### config.mk
export PLATFORM = sky130hd
export DESIGN_NAME = clk_ratio_gen
export DESIGN_NICKNAME = d
export VERILOG_FILES = /design/src/rtl/clkr_pkg.sv /design/src/rtl/clkr_rst_sync.sv /design/src/rtl/clkr_divider.sv /design/src/rtl/clk_ratio_gen.sv
export SDC_FILE = /design/constraint.sdc
export NUM_CORES = 1
export LEC_CHECK = 0
export ABC_AREA = 1
export BUFFER_PORTS_ARGS = -buffer_cell sky130_fd_sc_hd__buf_4
export CAP_MARGIN = 5
export CORE_MARGIN = 4
export CORE_UTILIZATION = 30
export CTS_CLUSTER_DIAMETER = 50
export DETAILED_ROUTE_END_ITERATION = 8
export SYNTH_ARGS = -nofsm -noshare
export SYNTH_HDL_FRONTEND = slang
export SYNTH_SLANG_ARGS = --single-unit
### constraint.sdc
create_clock -name clk -period 1.3 [get_ports clk]
set_input_delay 0.195 -clock clk [delete_from_list [all_inputs] [get_ports clk]]
set_output_delay 0.195 -clock clk [all_outputs]
set_load 0.01 [all_outputs]
### src/rtl/clkr_pkg.sv
package clkr_pkg;
  localparam int CODE_W  = 3;
  localparam int NUM_DIV = 3;
  localparam int CFG_W   = CODE_W * NUM_DIV;
  localparam int RATIO_W = 4;

  // core and bus ratio lookup
  function automatic logic [RATIO_W-1:0] fast_ratio(input logic [CODE_W-1:0] code);
    logic [RATIO_W-1:0] r;
    case (code)
      3'd0:    r = 4'd1;
      3'd1:    r = 4'd2;
      3'd2:    r = 4'd3;
      3'd3:    r = 4'd4;
      3'd4:    r = 4'd5;
      default: r = 4'd8;
    endcase
    return r;
  endfunction

  // peripheral ratio lookup
  function automatic logic [RATIO_W-1:0] slow_ratio(input logic [CODE_W-1:0] code);
    logic [RATIO_W-1:0] r;
    case (code)
      3'd0:    r = 4'd2;
      3'd1:    r = 4'd3;
      3'd2:    r = 4'd4;
      3'd3:    r = 4'd6;
      default: r = 4'd8;
    endcase
    return r;
  endfunction
endpackage

### src/rtl/clkr_rst_sync.sv
module clkr_rst_sync #(
  parameter int STAGES = 2
) (
  input  logic clk,
  input  logic rst_n,
  output logic rst_out_n
);
  logic [STAGES-1:0] sh_q;

  always_ff @(posedge clk or negedge rst_n) begin
    if (!rst_n) sh_q <= '0;
    else        sh_q <= {sh_q[STAGES-2:0], 1'b1};
  end

  assign rst_out_n = sh_q[STAGES-1];
endmodule

### src/rtl/clkr_divider.sv
module clkr_divider
  import clkr_pkg::*;
(
  input  logic               clk,
  input  logic               rst_n,
  input  logic [RATIO_W-1:0] ratio,
  output logic               en
);
  localparam int CNT_W = RATIO_W - 1;

  logic [CNT_W-1:0]   cnt_q, cnt_d;
  logic [RATIO_W-1:0] reload;
  logic               term;

  assign term   = (cnt_q == '0);
  assign reload = ratio - 1'b1;

  // ratio is sampled only at terminal count
  always_comb begin
    if (term) cnt_d = reload[CNT_W-1:0];
    else      cnt_d = cnt_q - 1'b1;
  end

  always_ff @(posedge clk or negedge rst_n) begin
    if (!rst_n) cnt_q <= '0;
    else        cnt_q <= cnt_d;
  end

  assign en = term;
endmodule

### src/rtl/clk_ratio_gen.sv
module clk_ratio_gen
  import clkr_pkg::*;
#(
  parameter int SYNC_STAGES = 2
) (
  input  logic             clk,
  input  logic             rst_n,
  input  logic             wr_en,
  input  logic [CFG_W-1:0] wr_data,
  output logic [CFG_W-1:0] cfg_rd,
  output logic             cpu_en,
  output logic             bus_en,
  output logic             per_en,
  output logic             per_chg
);
  logic             rst_int_n;
  logic [CFG_W-1:0] cfg_q, cfg_d;
  logic             chg_q, chg_d;
  logic [NUM_DIV-1:0] en_vec;

  clkr_rst_sync #(.STAGES(SYNC_STAGES)) u_rst_sync (
    .clk       (clk),
    .rst_n     (rst_n),
    .rst_out_n (rst_int_n)
  );

  always_comb begin
    cfg_d = cfg_q;
    chg_d = 1'b0;
    if (wr_en) begin
      cfg_d = wr_data;
      chg_d = 1'b1;
    end
  end

  always_ff @(posedge clk or negedge rst_int_n) begin
    if (!rst_int_n) begin
      cfg_q <= '0;
      chg_q <= 1'b0;
    end else begin
      cfg_q <= cfg_d;
      chg_q <= chg_d;
    end
  end

  // index 0: peripheral, 1: bus, 2: core (matches field order)
  for (genvar g = 0; g < NUM_DIV; g++) begin : g_div
    logic [RATIO_W-1:0] ratio;
    if (g == 0) begin : g_slow
      assign ratio = slow_ratio(cfg_q[g*CODE_W +: CODE_W]);
    end else begin : g_fast
      assign ratio = fast_ratio(cfg_q[g*CODE_W +: CODE_W]);
    end
    clkr_divider u_div (
      .clk   (clk),
      .rst_n (rst_int_n),
      .ratio (ratio),
      .en    (en_vec[g])
    );
  end

  assign cfg_rd  = cfg_q;
  assign per_en  = en_vec[0];
  assign bus_en  = en_vec[1];
  assign cpu_en  = en_vec[2];
  assign per_chg = chg_q;
endmodule

==> flow_metrics.tcl, run 1 <==
set metrics [dict create \
    routed_wirelength_um 1972 \
    netlist_top_cells_area "sky130_fd_sc_hd__dfrtp_1 (56%), sky130_fd_sc_hd__nand2_1 (8.4%), sky130_fd_sc_hd__inv_1 (6.8%)" \
    dp_slack_ns 0.04952 \
    tritoncts "built" \
    drt-initial-drc-count 26 \
    cts_buffers 3 \
    timing.rr.end "g_div[1].u_div.cnt_q[1]" \
    syn-instance-count 101 \
    place.port_buffers 24 \
    design.die.area_um2 4072 \
    maxSlewViolCount 0 \
    layout_min_cycle_time_ns 1.330 \
    final_critical_path_setup_slack_ns -0.02953 \
    clock_tree.buffer_depth 2 \
    routed-via-count 797 \
    fin_skew_ns 0.003546 \
    critical_path.cell_chain "nor3_4 -> buf_6 -> buf_6" \
    holdCritPathClass "flip-flop to async pin" \
    critical_path_arrival_ns 1.13 \
    drc 0 \
    timing.setup.critical_path_class "flip-flop to primary output" \
    failing_checks "negative setup slack" \
    number_of_sinks_driven_by_the_clock_tree 21 \
    grt_util_all_layers_pct 9.737 \
    gp_congestion 0.8405 \
    report.power.total_mw 2.401 \
    maxCapViolations 0 \
    start_util_pct 32.49 \
    power-per-cell-area_nw_per_um2 1795 \
    timing.final.setup_violations 1 \
    worst_skew_pair.late_latency_ns 0.30 \
    timing.critical_path.from_type "flip-flop" \
    critical_path.max_stage_delay_ns 0.42 \
    most-common-layout-cells "sky130_fd_sc_hd__buf_4 (30), sky130_fd_sc_hd__nand2_1 (21), sky130_fd_sc_hd__dfrtp_1 (20), sky130_fd_sc_hd__inv_1 (16), sky130_fd_sc_hd__o21ai_0 (7)" \
    firstDrtPassIters 4 \
    avgViaCountPerCell 4.403 \
    setup_repair_after_global_routing_missed_its_margin "true" \
    postRouteAntennaNets 0 \
    max_rail_drop_vdd_uv 826.9 \
    yosys_warning_total 0 \
    crit_slowest_cell "sky130_fd_sc_hd__dfrtp_1" \
    crit_top_cell "sky130_fd_sc_hd__buf_6" \
    period_share_pct 102.3 \
    number_of_top_level_pins 25 \
    synth.distinct_cells 17 \
    clk_pin_slew_ns 0.11 \
    critical_path_peak_fanout 2 \
    critPathRequiredTime_ns 1.11 \
    rows 19 \
    die_x_um 63.82 \
    synth_top_cell_by_area "sky130_fd_sc_hd__dfrtp_1" \
    status "finished with violations" \
    finalNetCount 155 \
    ys_seq_area_share_pct 56.22 \
    synthesis.area_per_instance_um2 9.254 \
    nFillCells 293 \
    depth_of_the_cts_h_tree 1 \
    max_freq_ghz 0.7521 \
    critical_path.endpoint_type "primary output" \
    setup.reg_to_reg.worst_slack_ns 0.02 \
    antenna_found_initial 0 \
    grt_first_pass_wirelength_um 3125 \
    area.growth.synth_to_final_pct 43.11 \
    synth_nets 116 \
    layout_commonest_cell "sky130_fd_sc_hd__buf_4" \
    timing.reg2reg.worst_path_depth 6 \
    timing.final.hold_violations 0 \
    grt_start_max_net_pins 18 \
    p_leak_nw 0.6742 \
    chipHeight_um 63.82 \
    insertedDiodeCount 0 \
    ctsRootBufferMaster "sky130_fd_sc_hd__clkbuf_4" \
    worst_r2r_startpoint "cfg_rd[5]" \
    final_layout_size_suffix_gt1_share_pct 37.41 \
    number_of_global_route_vias_before_repair 755 \
    synth_top_cell_area_share_pct 56.22 \
    globalRouteOverflowTotal 0 \
    postSynthRegisterBits 21 \
    hpwlAfterDp_um 1390 \
    synth.cell_area_um2 934.6 \
    fp.coreArea_um2 2877 \
    avgRoutedWirePerCell_um 10.90 \
]
[flip-flops by register name (all words and copies together) (netlist names)]
register and flops:
cfg_rd 9, g_div.u_div.cnt_q 9, u_rst_sync.sh_q 2, per_chg 1
[what timing repair did]
action                                 in CTS  in global routing
endpoints found under the hold margin       2                  0
gates resized for setup                     3                 13
setup buffers                               7                  1
pin swaps                                   2                  3
hold buffers                                1                  0
setup endpoints to repair                   3                  8
[logic make-up after synthesis]
| kind of cell | after synthesis | share of synthesized area, % |
|---|---|---|
| AO/OA/AOI/OAI | 17 | 9.639 |
| adder cells (fa/ha/maj) | 3 | 4.016 |
| buffers and inverters | 18 | 7.362 |
| flip-flops | 21 | 56.22 |
| multiplexers | 2 | 2.409 |
| other | 1 | 0.4012 |
| AND/OR/NAND/NOR | 39 | 19.95 |
[critical path: cells and delay by family (launching register included)]
| family | cells | cell delay, ns |
|---|---|---|
| flops | 1 | 0.42 |
| simple gates | 1 | 0.21 |
| buf+inv | 2 | 0.21 |
[worst max-delay path by stage]
| stage | startpoint | to | slack, ns |
|---|---|---|---|
| finish | g_div[2].u_div.cnt_q[1] | cpu_en | -0.03 |
| global route | g_div[2].u_div.cnt_q[1] | cpu_en | -0.09 |
| CTS | g_div[2].u_div.cnt_q[2] | cpu_en | -0.05 |
| detailed placement | cfg_rd[6] | g_div[2].u_div.cnt_q[2] | 0.05 |
| global placement | cfg_rd[6] | g_div[2].u_div.cnt_q[2] | 0.08 |
| floorplan | g_div[0].u_div.cnt_q[1] | g_div[0].u_div.cnt_q[2] | 0.009 |
[layout make-up]
class | count | area, um^2 | share of cell area, %
sequential | 21 | 526.8 | 39.38
inverter | 17 | 63.81 | 4.771
timing repair buffer | 35 | 280.3 | 20.95
multi-input combinational | 62 | 387.9 | 29.00
clock buffer | 4 | 26.28 | 1.964
tap | 42 | 52.55 | 3.929
[routing by layer]
layer | vias up | track usage, % | part of all wire [%]
li1 | 400 | - | -
met1 | 377 | 11.06 | 43
met2 | 18 | 17.16 | 50
met3 | 2 | 4.203 | 5.4
met4 | 0 | 1.617 | 0.86
met5 | - | 0 | 0
[report_power, final]
part	leakage (nW)	switching, mW	internal (mW)	total, mW
registers	0.248	0.203	0.838	1.04
logic	0.411	0.494	0.566	1.06
clock network	0.0150	0.181	0.119	0.300
[stage by stage]
step / TNS, ns / cells / util [%] / hold slack (ns) / instance area (um^2)
final: -0.02953 / 181 / 46.50 / 0.05556 / 1338
after global routing: -0.3848 / 181 / 46.50 / 0.08315 / 1338
after CTS: -0.05450 / 180 / 44.45 / 0.06365 / 1279
after detailed placement: 0 / 168 / 40.93 / -0.02195 / 1177
after global placement: 0 / 168 / 40.93 / -0.02281 / 1177
after floorplan: 0 / 101 / - / -0.1006 / 934.6
[cells in the mapped netlist]
library cell	instances
sky130_fd_sc_hd__nand3_1	5
sky130_fd_sc_hd__dfrtp_1	21
sky130_fd_sc_hd__a31oi_1	1
sky130_fd_sc_hd__buf_2	1
sky130_fd_sc_hd__nand2_2	2
sky130_fd_sc_hd__nand2_1	21
sky130_fd_sc_hd__inv_1	17
sky130_fd_sc_hd__nor3_1	1
sky130_fd_sc_hd__mux2_2	2
sky130_fd_sc_hd__a41oi_1	1
sky130_fd_sc_hd__nor3_4	2
sky130_fd_sc_hd__a21oi_1	7
sky130_fd_sc_hd__conb_1	1
sky130_fd_sc_hd__ha_1	3
sky130_fd_sc_hd__o21ai_0	8
sky130_fd_sc_hd__nand4_1	1
sky130_fd_sc_hd__nor2_1	7
Power figures use the tool's default switching activity.
==> inputs of run 2 (changes only) <==
--- a/config.mk
+++ b/config.mk
@@ -14,4 +14,5 @@
 export DETAILED_ROUTE_END_ITERATION = 8
 export SYNTH_ARGS = -nofsm -noshare
 export SYNTH_HDL_FRONTEND = slang
+export SYNTH_HIERARCHICAL = 1
 export SYNTH_SLANG_ARGS = --single-unit
==> run 2 against run 1 <==
Compared with the run above:
- via count increased by 2.3%
- combinational power is 14% lower
- hold slack improved by 0.034 ns
- global-route usage rose by 0.070 points
- routed wire length is 1.6% lower
- worst setup slack better by 0.060 ns
- maximum frequency increased by 4.7%
- clock skew up 0.0090 ns
- sequential share of layout area down 0.23 points
- first-iteration DRC count shrank 65%
- register-to-register slack about the same
- the flow now finishes without violations
- non-clock buffer count shrank 3
==> flow_metrics.tcl, run 2 <==
set metrics [dict create \
    critical_path.cell_chain "nand2_1 -> nand2_1 -> nor2_2 -> a31oi_2 -> ha_4 -> nand3_1 -> nand2_1" \
    share_seq_of_total_power_pct 45.6 \
    gp_congestion 0.7616 \
    worst_skew_pair.late_latency_ns 0.30 \
    worst_path_dominant_cell_family "flip-flops" \
    p_leak_nw 0.7023 \
    nFillCells 309 \
    critical_path.endpoint "g_div[1].u_div/cnt_q[2]" \
    drc 0 \
    maxSlewViolCount 0 \
    area.growth.synth_to_final_pct 38.31 \
    dpl_cells 185 \
    synthesis.area_per_instance_um2 8.302 \
    synth_nets 133 \
    crit_slowest_cell "sky130_fd_sc_hd__dfrtp_2" \
    fp.coreArea_um2 3078 \
    status "complete, no violations" \
    clock_tree.buffer_depth 2 \
    depth_of_the_cts_h_tree 1 \
    critical_path_peak_fanout 6 \
    power.share.clock_pct 13.7 \
    timing.final.hold_violations 0 \
    insertedDiodeCount 0 \
    critPathRequiredTime_ns 1.51 \
    timing.reg2reg.worst_path_depth 7 \
    firstDrtPassIters 6 \
    min-delay-start "wr_data[4]" \
    rows 20 \
    number_of_sinks_driven_by_the_clock_tree 21 \
    postPlaceCellArea_um2 1200 \
    internal-power_mw 1.372 \
    syn-instance-count 118 \
    holdCritPathClass "primary input to flip-flop" \
    critical_path_depth 7 \
    antenna_found_initial 0 \
    routed-via-count 815 \
    most-common-layout-cells "sky130_fd_sc_hd__nand2_1 (32), sky130_fd_sc_hd__buf_4 (30), sky130_fd_sc_hd__inv_1 (22), sky130_fd_sc_hd__dfrtp_1 (17), sky130_fd_sc_hd__nand3_1 (8)" \
    chipHeight_um 65.15 \
    power.net_switching_mw 0.8712 \
    finalNetCount 168 \
    ctsRootBufferMaster "sky130_fd_sc_hd__clkbuf_4" \
    routed_wirelength_um 1940 \
    maxCapViolations 0 \
    yosys_warning_total 6 \
    p_sw_share_pct 38.84 \
    postRouteAntennaNets 0 \
    grt_first_pass_wirelength_um 3229 \
    cts_buffers 3 \
    period_share_pct 97.69 \
    critPathBufInv 0 \
    avgViaCountPerCell 4.158 \
    final_layout_size_suffix_gt1_share_pct 38.16 \
    start_util_pct 31.83 \
    hpwlAfterDp_um 1368 \
    power-per-cell-area_nw_per_um2 1655 \
    number_of_top_level_pins 25 \
    layout_commonest_cell "sky130_fd_sc_hd__nand2_1" \
    max_rail_drop_vdd_uv 855.2 \
    setup_repair_after_global_routing_missed_its_margin "true" \
    design.die.area_um2 4244 \
    die_x_um 65.15 \
    timing.rr.end "g_div[1].u_div/cnt_q[2]" \
    comb_power_share_pct 40.7 \
    timing.final.setup_violations 0 \
    setup.reg_to_reg.worst_slack_ns 0.03 \
    critical_path.endpoint_type "flip-flop" \
    max_freq_ghz 0.7874 \
    crit_path_start "cfg_rd[3]" \
    timing.critical_path.from_type "flip-flop" \
    place.port_buffers 24 \
    drt-initial-drc-count 9 \
    timing.setup.critical_path_class "flip-flop to flip-flop" \
    final_cells 196 \
    avgRoutedWirePerCell_um 9.898 \
    worst_r2r_startpoint "cfg_rd[3]" \
    crit_top_cell "sky130_fd_sc_hd__nand2_1" \
    tritoncts "built" \
    globalRouteOverflowTotal 0 \
    critical_path.max_stage_delay_ns 0.48 \
    grt_start_max_net_pins 20 \
    layout_min_cycle_time_ns 1.270 \
    grt_util_all_layers_pct 9.807 \
    post-route-cell-area_um2 1355 \
    critical_path_arrival_ns 1.48 \
    number_of_global_route_vias_before_repair 770 \
    clk_pin_slew_ns 0.12 \
    fin_skew_ns 0.01254 \
    synth.cell_area_um2 979.7 \
]
-- run 2: per-layer routing --
metal | wire, um | share of wire (%) | GRT usage [%]
met5 | 0 | 0 | 0
met4 | 18 | 0.93 | 4.663
met1 | 790 | 41 | 11.97
met3 | 158 | 8.1 | 3.419
met2 | 972 | 50 | 15.45
-- run 2: power by group through the flow --
stage                     clock (mW)  sequential [mW]  combinational [mW]
after global routing           0.354             1.05                1.07
after detailed placement           0            0.994               0.784
after CTS                      0.320            0.991               0.794
after global placement             0            0.989               0.746
final                          0.307             1.02               0.913
after floorplan                    0            0.989               0.530
-- run 2: through the flow --
step | total power [mW] | setup slack [ns] | utilization [%] | TNS [ns] | hold slack, ns
after global routing | 2.476 | -0.04906 | 44.02 | -0.1299 | 0.07951
after detailed placement | 1.778 | 0.005915 | 38.98 | 0 | -0.02251
final | 2.243 | 0.02998 | 44.02 | 0 | 0.08959
after global placement | 1.735 | 0.07769 | 38.98 | 0 | -0.02271
after floorplan | 1.519 | 0.1050 | - | 0 | -0.1006
after CTS | 2.104 | 0.002029 | 40.61 | 0 | 0.08134
-- run 2: worst min path at each step --
stage | endpoint | cells after the start | slack [ns]
finish | cfg_rd[4] | 3 | 0.09
global route | cfg_rd[7] | 3 | 0.08
CTS | cfg_rd[4] | 3 | 0.08
detailed placement | u_rst_sync/sh_q[0] | 1 | -0.02
global placement | u_rst_sync/sh_q[0] | 1 | -0.02
floorplan | u_rst_sync/sh_q[0] | 0 | -0.10
-- run 2: tightest hold or removal path: cells and delay by family --
kind                   cells  cell delay (ns)
AO/OA/AOI/OAI              1             0.05
buffers and inverters      1             0.07
AND/OR/NAND/NOR            1             0.04
-- run 2: repair_timing --
item	CTS	global route
cloned	0	0
hold buffers	1	0
gates resized for setup	1	21
endpoints found under the hold margin	2	0
endpoints found under the setup margin	2	8
setup buffers	1	5
pin swaps	0	9
-- run 2: area by class of cell --
class	count	area (um^2)	share of cell area (%)
flip-flops and latches	21	530.5	39.15
repair buffers	32	246.5	18.19
clock buffers	3	22.52	1.662
clock inverters	1	5.005	0.3693
multi-input cells	71	405.4	29.92
inverters	24	90.09	6.648
well taps	44	55.05	4.063
==> inputs of run 3 (changes only) <==
==> constraint.sdc (replaced) <==
create_clock -name clk -period 1.3 [get_ports clk]
set_input_delay 0.26 -clock clk [delete_from_list [all_inputs] [get_ports clk]]
set_output_delay 0.26 -clock clk [all_outputs]
set_load 0.01 [all_outputs]
==> run 3 against run 2 <==
Compared with the run above:
- sequential power about the same
- clock power about the same
- hold slack improved by 0.067 ns
- final area increased by 3.3%
- via count increased by 2.0%
- final cell count unchanged
- maximum frequency decreased by 1.8%
- combinational power increased by 25%
- worst setup slack got worse by 0.023 ns
- critical path depth decreased by 5
- largest cell class unchanged
- largest power group is now combinational logic
==> flow_metrics.tcl, run 3 (synthesis results as in run 2) <==
set metrics [dict create \
    layout_commonest_cell "sky130_fd_sc_hd__nand2_1" \
    min_delay_worst_endpoint "cfg_rd[4]" \
    die_x_um 65.15 \
    internal-power_mw 1.502 \
    grt_first_pass_wirelength_um 3346 \
    setup_repair_after_global_routing_missed_its_margin "true" \
    p_leak_nw 0.7062 \
    finalNetCount 168 \
    timing.reg2reg.worst_path_depth 7 \
    final-seq-area_um2 531.8 \
    gp_congestion 0.7616 \
    timing.critical_path.from_type "flip-flop" \
    critPathRequiredTime_ns 1.04 \
    insertedDiodeCount 0 \
    power.net_switching_mw 0.9788 \
    most-common-layout-cells "sky130_fd_sc_hd__nand2_1 (32), sky130_fd_sc_hd__buf_4 (27), sky130_fd_sc_hd__inv_1 (19), sky130_fd_sc_hd__dfrtp_1 (16), sky130_fd_sc_hd__nand3_1 (7)" \
    worst_r2r_startpoint "g_div[2].u_div/cnt_q[0]" \
    postRouteAntennaNets 0 \
    cts_buffers 3 \
    depth_of_the_cts_h_tree 1 \
    comb_power_share_pct 45.8 \
    chipHeight_um 65.15 \
    timing.final.hold_violations 0 \
    period_share_pct 99.49 \
    final_core_utilization_pct 45.49 \
    timing.final.setup_violations 0 \
    critical_path.endpoint_type "primary output" \
    number_of_top_level_pins 25 \
    setup.reg_to_reg.worst_slack_ns 0.03 \
    rows 20 \
    antenna_found_initial 0 \
    report.power.total_mw 2.481 \
    holdCritPathClass "primary input to flip-flop" \
    share_seq_of_total_power_pct 41.9 \
    whs_ns 0.1568 \
    critical_path.cell_chain "nor3_2 -> buf_4" \
    hpwlAfterDp_um 1368 \
    routed-via-count 831 \
    max_freq_ghz 0.7732 \
    critical_path.max_stage_delay_ns 0.43 \
    final_layout_size_suffix_gt1_share_pct 41.45 \
    multi_input_comb_area_um2 437.9 \
    max_rail_drop_vdd_uv 929.3 \
    status "complete, no violations" \
    timing.setup.critical_path_class "flip-flop to primary output" \
    timing.rr.end "g_div[2].u_div/cnt_q[1]" \
    fp.coreArea_um2 3078 \
    maxCapViolations 0 \
    avgViaCountPerCell 4.240 \
    power.share.clock_pct 12.3 \
    critical_path_peak_fanout 2 \
    worst_path_dominant_cell_family "flip-flops" \
    worst_skew_pair.late_latency_ns 0.30 \
    critical_path_arrival_ns 1.03 \
    nFillCells 309 \
    start_util_pct 31.83 \
    design.die.area_um2 4244 \
    globalRouteOverflowTotal 0 \
    tritoncts "built" \
    number_of_sinks_driven_by_the_clock_tree 21 \
    avgRoutedWirePerCell_um 10.56 \
    drc 0 \
    clock_tree.buffer_depth 2 \
    power-per-cell-area_nw_per_um2 1772 \
    layout_min_cycle_time_ns 1.293 \
    grt_start_max_net_pins 20 \
    ctsRootBufferMaster "sky130_fd_sc_hd__clkbuf_4" \
    grt_util_all_layers_pct 10.17 \
    dp_slack_ns 0.005915 \
    clk_pin_slew_ns 0.12 \
    drt-initial-drc-count 12 \
    p_sw_share_pct 39.46 \
    min-delay-start "wr_data[4]" \
    crit_slowest_cell "sky130_fd_sc_hd__dfrtp_1" \
    number_of_global_route_vias_before_repair 780 \
    area.growth.synth_to_final_pct 42.91 \
    place.port_buffers 24 \
    routed_wirelength_um 2070 \
    fin_skew_ns 0.01096 \
    final_critical_path_setup_slack_ns 0.006597 \
    maxSlewViolCount 0 \
    firstDrtPassIters 4 \
    critPathBufInv 1 \
    hold_depth 3 \
]
[run 3: cell types whose count changed in the layout (fill, tap and decap cells not counted), moves of 3 or more]
cell                     delta
sky130_fd_sc_hd__nor2_4     +3
sky130_fd_sc_hd__nor2_2     -3
sky130_fd_sc_hd__buf_4      -3
sky130_fd_sc_hd__buf_6      +3
sky130_fd_sc_hd__inv_1      -3
sky130_fd_sc_hd__inv_2      +3
[run 3: worst max path at each step]
stage,startpoint,to,cells past startpoint
floorplan,cfg_rd[4],g_div[1].u_div/cnt_q[2],7
finish,g_div[0].u_div/cnt_q[0],per_en,2
global route,g_div[0].u_div/cnt_q[2],per_en,2
global placement,cfg_rd[6],g_div[2].u_div/cnt_q[2],7
detailed placement,cfg_rd[4],g_div[1].u_div/cnt_q[2],7
CTS,g_div[2].u_div/cnt_q[2],cpu_en,2
[run 3: worst reg2reg max path: cells and delay by family (launching register included)]
kind / cells / cell delay, ns
fa+ha+maj: 1 / 0.31
buf+inv: 3 / 0.21
flops: 1 / 0.41
simple gates: 3 / 0.24
[run 3: power groups by stage]
stage	sequential (mW)	clock [mW]	combinational [mW]
after detailed placement	0.994	0	0.784
final	1.04	0.306	1.14
after CTS	0.981	0.320	0.879
after global routing	1.06	0.355	1.31
after floorplan	0.989	0	0.530
after global placement	0.989	0	0.746
[run 3: area by class of cell]
type | count | share of cell area, %
Sequential cell | 21 | 37.98
Multi-Input combinational cell | 71 | 31.28
Timing Repair Buffer | 32 | 18.41
Inverter | 24 | 6.434
Tap cell | 44 | 3.932
Clock buffer | 3 | 1.609
Clock inverter | 1 | 0.3575
[run 3: metal layers]
metal	vias to the layer above	routed length [um]	track usage (%)
met5	-	0	0
met4	0	18	4.663
li1	428	-	-
met1	383	790	12.30
met3	2	155	3.419
met2	18	1105	16.35
[run 3: metrics by stage]
step                      instances  setup TNS (ns)  area, um^2
after floorplan                 118               0       979.7
after global placement          185               0        1200
after detailed placement        185               0        1200
after CTS                       193       -0.001293        1272
after global routing            196         -0.2366        1400
final                           196               0        1400
[run 3: timing repair]
item                       4_1_cts  5_1_grt
hold endpoints to repair         2        0
setup buffers                    3        3
setup endpoints to repair        4        9
hold buffers                     1        0
pin swaps                        1       12
gates resized for setup          3       31
